$ cat config.mk
export PLATFORM = sky130hd
export DESIGN_NAME = hp_irq_select
export DESIGN_NICKNAME = d
export VERILOG_FILES = /design/src/rtl/hpis_pkg.sv /design/src/rtl/hpis_cand_gen.sv /design/src/rtl/hpis_cmp_tree.sv /design/src/rtl/hpis_gate.sv /design/src/rtl/hp_irq_select.sv
export SDC_FILE = /design/constraint.sdc
export NUM_CORES = 1
export LEC_CHECK = 0
export BUFFER_PORTS_ARGS = -buffer_cell sky130_fd_sc_hd__buf_2
export CORE_UTILIZATION = 35
export DETAILED_ROUTE_END_ITERATION = 12
export PLACE_DENSITY_LB_ADDON = 0.12
export SYNTH_ARGS = -nofsm -noshare
export SYNTH_HDL_FRONTEND = slang
export SYNTH_SLANG_ARGS = --single-unit
$ cat constraint.sdc
create_clock -name clk -period 44.3 [get_ports clk]
set_clock_uncertainty 0.05 [all_clocks]
set_input_delay 8.86 -clock clk [delete_from_list [all_inputs] [get_ports clk]]
set_output_delay 8.86 -clock clk [all_outputs]
set_load 0.02 [all_outputs]
$ cat src/rtl/hpis_pkg.sv
// Shared types and constants for the highest-priority interrupt selector.
// Assumes 8-bit priorities and 10-bit interrupt IDs, with 1023 reserved
// to mean "no interrupt".
package hpis_pkg;
    localparam int PRIO_W = 8;
    localparam int RANK_W = PRIO_W + 1;
    localparam int ID_W   = 10;

    localparam logic [ID_W-1:0]   NO_IRQ_ID = 10'd1023;
    localparam logic [RANK_W-1:0] IDLE_RANK = 9'h100;

    // A candidate: widened priority (0x100 = none) and its ID.
    typedef struct packed {
        logic [RANK_W-1:0] rank;
        logic [ID_W-1:0]   id;
    } cand_t;

    // The upper input replaces the lower only when strictly more urgent,
    // so ties keep the lower-numbered side.
    function automatic cand_t pick(cand_t lo, cand_t hi);
        return (hi.rank < lo.rank) ? hi : lo;
    endfunction
endpackage

$ cat src/rtl/hpis_cand_gen.sv
// Turns the enable, pending and priority inputs into one candidate per lane.
// Lanes that are not both enabled and pending become idle entries
// (rank 0x100, ID 1023), so they can never beat a real candidate.
module hpis_cand_gen
    import hpis_pkg::*;
#(
    parameter int N_IRQ = 64
) (
    input  logic [N_IRQ-1:0]        en,
    input  logic [N_IRQ-1:0]        pd,
    input  logic [N_IRQ*PRIO_W-1:0] prio,
    output cand_t [N_IRQ-1:0]       lanes
);
    for (genvar g = 0; g < N_IRQ; g++) begin : g_lane
        // Qualify one lane by its enable and pending bits.
        always_comb begin
            if (en[g] && pd[g]) begin
                lanes[g].rank = {1'b0, prio[g*PRIO_W +: PRIO_W]};
                lanes[g].id   = ID_W'(g);
            end else begin
                lanes[g].rank = IDLE_RANK;
                lanes[g].id   = NO_IRQ_ID;
            end
        end
    end
endmodule

$ cat src/rtl/hpis_cmp_tree.sv
// Balanced binary comparison tree that reduces the lane candidates to the
// most urgent one. The lanes are padded with idle entries up to a power of
// two. At each node the left input covers lower IDs, so on equal rank the
// left input is kept.
module hpis_cmp_tree
    import hpis_pkg::*;
#(
    parameter int N_IRQ = 64
) (
    input  cand_t [N_IRQ-1:0] lanes,
    output cand_t             best
);
    localparam int DEPTH  = (N_IRQ > 1) ? $clog2(N_IRQ) : 0;
    localparam int LEAVES = 1 << DEPTH;

    for (genvar l = 0; l <= DEPTH; l++) begin : g_lvl
        localparam int W = LEAVES >> l;
        cand_t nd [W];
        if (l == 0) begin : g_leaf
            for (genvar i = 0; i < W; i++) begin : g_in
                if (i < N_IRQ) begin : g_real
                    assign nd[i] = lanes[i];
                end else begin : g_pad
                    assign nd[i] = '{rank: IDLE_RANK, id: NO_IRQ_ID};
                end
            end
        end else begin : g_node
            for (genvar j = 0; j < W; j++) begin : g_cmp
                assign nd[j] = pick(g_lvl[l-1].nd[2*j], g_lvl[l-1].nd[2*j+1]);
            end
        end
    end

    assign best = g_lvl[DEPTH].nd[0];
endmodule

$ cat src/rtl/hpis_gate.sv
// Applies the enables and the two thresholds to the registered winner.
// The mask filters what is reported. The strict running-priority compare
// decides the request line. Purely combinational.
module hpis_gate
    import hpis_pkg::*;
(
    input  cand_t             best,
    input  logic              live,
    input  logic [PRIO_W-1:0] mask,
    input  logic [RANK_W-1:0] run,
    output logic [ID_W-1:0]   pend_id,
    output logic [RANK_W-1:0] pend_prio,
    output logic              irq_req
);
    // Report the winner if enabled and within the mask, then test it
    // against the running priority.
    always_comb begin
        pend_id   = NO_IRQ_ID;
        pend_prio = IDLE_RANK;
        irq_req   = 1'b0;
        if (live && (best.rank <= {1'b0, mask})) begin
            pend_id   = best.id;
            pend_prio = best.rank;
            irq_req   = (best.rank < run);
        end
    end
endmodule

$ cat src/rtl/hp_irq_select.sv
// Highest-priority interrupt selector for one CPU target.
// The comparison tree result and all threshold inputs are captured in a
// single register stage, so the outputs follow the inputs one clock later.
// Assumes a synchronous active-low reset.
module hp_irq_select
    import hpis_pkg::*;
#(
    parameter int N_IRQ = 64
) (
    input  logic                    clk,
    input  logic                    rst_n,
    input  logic                    dist_en,
    input  logic                    cpu_if_en,
    input  logic [N_IRQ-1:0]        irq_enable,
    input  logic [N_IRQ-1:0]        irq_pending,
    input  logic [N_IRQ*PRIO_W-1:0] irq_prio,
    input  logic [PRIO_W-1:0]       prio_mask,
    input  logic [RANK_W-1:0]       run_prio,
    output logic [ID_W-1:0]         pend_id,
    output logic [RANK_W-1:0]       pend_prio,
    output logic                    irq_req
);
    cand_t [N_IRQ-1:0] lanes;
    cand_t             best_d;
    cand_t             best_q;
    logic              live_q;
    logic [PRIO_W-1:0] mask_q;
    logic [RANK_W-1:0] run_q;

    hpis_cand_gen #(.N_IRQ(N_IRQ)) u_cand (
        .en    (irq_enable),
        .pd    (irq_pending),
        .prio  (irq_prio),
        .lanes (lanes)
    );

    hpis_cmp_tree #(.N_IRQ(N_IRQ)) u_tree (
        .lanes (lanes),
        .best  (best_d)
    );

    // Capture the winner and the threshold inputs on each clock.
    always_ff @(posedge clk) begin
        if (!rst_n) begin
            best_q <= '{rank: IDLE_RANK, id: NO_IRQ_ID};
            live_q <= 1'b0;
            mask_q <= 8'hF0;
            run_q  <= IDLE_RANK;
        end else begin
            best_q <= best_d;
            live_q <= dist_en && cpu_if_en;
            mask_q <= prio_mask;
            run_q  <= run_prio;
        end
    end

    hpis_gate u_gate (
        .best      (best_q),
        .live      (live_q),
        .mask      (mask_q),
        .run       (run_q),
        .pend_id   (pend_id),
        .pend_prio (pend_prio),
        .irq_req   (irq_req)
    );
endmodule

==> reports/results.ini <==
[synthesis]
ys_ff_latch=33
synth-seq-area-share_pct=2.74
async_reset_ff_share_pct=0
syn_nets=4725
ys.warnings.count=0
synth_cell_type_count=101
synth_area_um2=24100
avgSynthCellArea_um2=6.64
syn_inst=3628
synth_edf_count=0
synth-main-ff-cell=dfxtp_1

[grt]
grt_max_degree=27
grt_util_all_layers_pct=24.2
overflow=0
grt_pass1_wl_um=139000
grt_pass1_vias=26900
antenna_found_initial=18

[clock_network]
cts.sinks=33
cts_resized=0
cts.path.max_buffers=2
cts_root_buffer=clkbuf_16
cts.htree.levels=2
cts_hold_buf=0
cts.clk_slew.worst_paths_ns=0.06
postCtsSetupRepairBufs=0
numCtsBuffers=5
cts_tree=done

[pwr]
p_int_w=0.00105
p_sw_share_pct=60.0
p_sw_w=0.00158
power_frac_seq_pct=2.0
leakagePower_nw=14.5
pwr-share-clk_pct=1.3
power.density_nw_per_um2=92.7
comb_power_share_pct=96.8
ir_drop_uv=238

[sta]
worstMarginPinSlew_ns=1.09
layout_min_cycle_time_ns=22.50
tns_ns=0
fmax_mhz=44.4
rsz0062_at_grt=false
finalCritPeriodShare_pct=50.8
slew_headroom_pct=26.6
hold_ws_ns=8.71
hold_violations=0
setup_viol=0
slew_viol_final=0

[drt]
wl_per_cell_um=17.5
first_iter_violations=1424
viasPerCell=5.52
dr.pass1.iters=5
wl_um=88700
vias=28100
ant_nets=0
route.detailed.drc=0

[outcome]
status=complete, no violations

[layout]
fillCellCount=7418
ff_latch_area_um2=661
final_cell_mix=680 x buf_2, 529 x nand2_1, 436 x ha_1
layout_commonest_cell=buf_2
nets=5291
area_growth_pct=17.6
drive_above_1_share_pct=19.4
multiInputGateArea_um2=21900

[setup_path]
cp.arrival_ns=22.57
path_common_cell=a21o_1
cp-start-kind=input port
worst-path-max-fanout=21
cp_slowest_cell=a21oi_1
crit_type=in -> reg
slowest_delay_ns=0.73
setup.worst_path.end_class=flop
cp.required_ns=44.37

[floorplan]
placementRows=95
die_area_um2=69800
coreArea_um2=67600
die_y_um=264
ios=681
initial_core_util_pct=35.6
dieWidth_um=264

[run]
maxCapViolCount=0

[placed_design]
dp_hpwl_um=78900
io_buffers=680
place_congestion=0.954

[worst_hold_path]
min_path_type=in -> reg

## cells in the mapped netlist (all sizes together) (8+ instances only)
library cell	count	area (um^2)
a22oi	12	90.1
a311oi	27	260
a31oi	63	409
a221oi	13	120
nand2	529	1990
or2	16	100
a2111oi	16	190
o21bai	10	75.1
a21o	107	803
nand3	150	751
mux2i	120	1200
nor2	247	927
nor3	31	160
and3	194	1210
o211a	11	110
nand2b	45	282
buf	24	150
a211o	19	166
nand4	42	263
inv	254	953
a21boi	17	128
or3	16	100
mux2	51	578
nor2b	33	206
dfxtp	33	661
a211oi	49	385
and4	23	201
ha	436	5460
a21oi	274	1380
o221ai	11	96.3
o211ai	34	260
a221o	13	130
o31ai	20	169
o21ai	289	1450
and2	98	616
clkbuf	111	417
o22ai	10	62.6
o21a	50	375
o221a	9	101
o311ai	8	70.1
## metrics by stage
step,setup slack [ns],util (%),std cells,cell area [um^2],total power (W)
2_1_floorplan,23.43,-,3628,24100,0.00202
3_3_place_gp,22.01,41.6,5060,28100,0.00254
3_5_place_dp,21.73,41.6,5060,28100,0.00257
4_1_cts,22.00,41.8,5068,28300,0.00261
5_1_grt,20.39,41.8,5075,28300,0.00296
6_report,21.80,41.8,5082,28300,0.00262
## worst paths after layout
check,start,to,slack [ns],depth (start not counted)
setup / recovery,irq_enable[44],best_q[2],21.80,59
hold / removal,prio_mask[5],mask_q[5],8.71,2
## critical path: cells and delay by family
family                   cells  cell delay, ns
buffers and inverters        2            0.25
adder cells (fa/ha/maj)      6            1.90
multiplexers                 3            0.98
AND/OR/NAND/NOR             12            2.16
AO/OA/AOI/OAI               36            8.43
## cell type report
class	count	area share (%)
Inverter	257	3.41
Tap cell	873	3.86
Clock inverter	3	0.0619
Multi-Input combinational cell	3203	77.4
Sequential cell	33	2.33
Clock buffer	5	0.442
Timing Repair Buffer	694	12.4
Antenna cell	14	0.124
## power groups by stage
stage          Sequential (W)  Combinational, W  Clock (W)
2_1_floorplan       0.0000509           0.00197          0
3_3_place_gp        0.0000534           0.00249          0
3_5_place_dp        0.0000531           0.00251          0
4_1_cts             0.0000525           0.00253  0.0000346
5_1_grt             0.0000529           0.00287  0.0000355
6_report            0.0000521           0.00254  0.0000331
## layer usage
| metal | wire length (um) | share of wire, % | GRT usage [%] |
|---|---|---|---|
| met2 | 43200 | 49 | 44.3 |
| met3 | 3950 | 4.4 | 2.64 |
| met1 | 39700 | 45 | 30.1 |
| met5 | 41 | 0.046 | 0 |
| met4 | 1860 | 2.1 | 5.41 |
## sequential cells by signal (all words and copies together) (netlist names)
name	cells
mask_q	8
run_q	9
live_q	1
best_q	15
## cell families after synthesis
logic type	after synthesis	share of synthesized area [%]
multiplexers	171	7.39
adder cells (fa/ha/maj)	438	22.7
buffers and inverters	392	6.36
flip-flops	33	2.74
XOR/XNOR	2	0.0728
AND/OR/NAND/NOR	1450	29.1
AO/OA/AOI/OAI	1142	31.6
(Power assumes the default switching activity.)
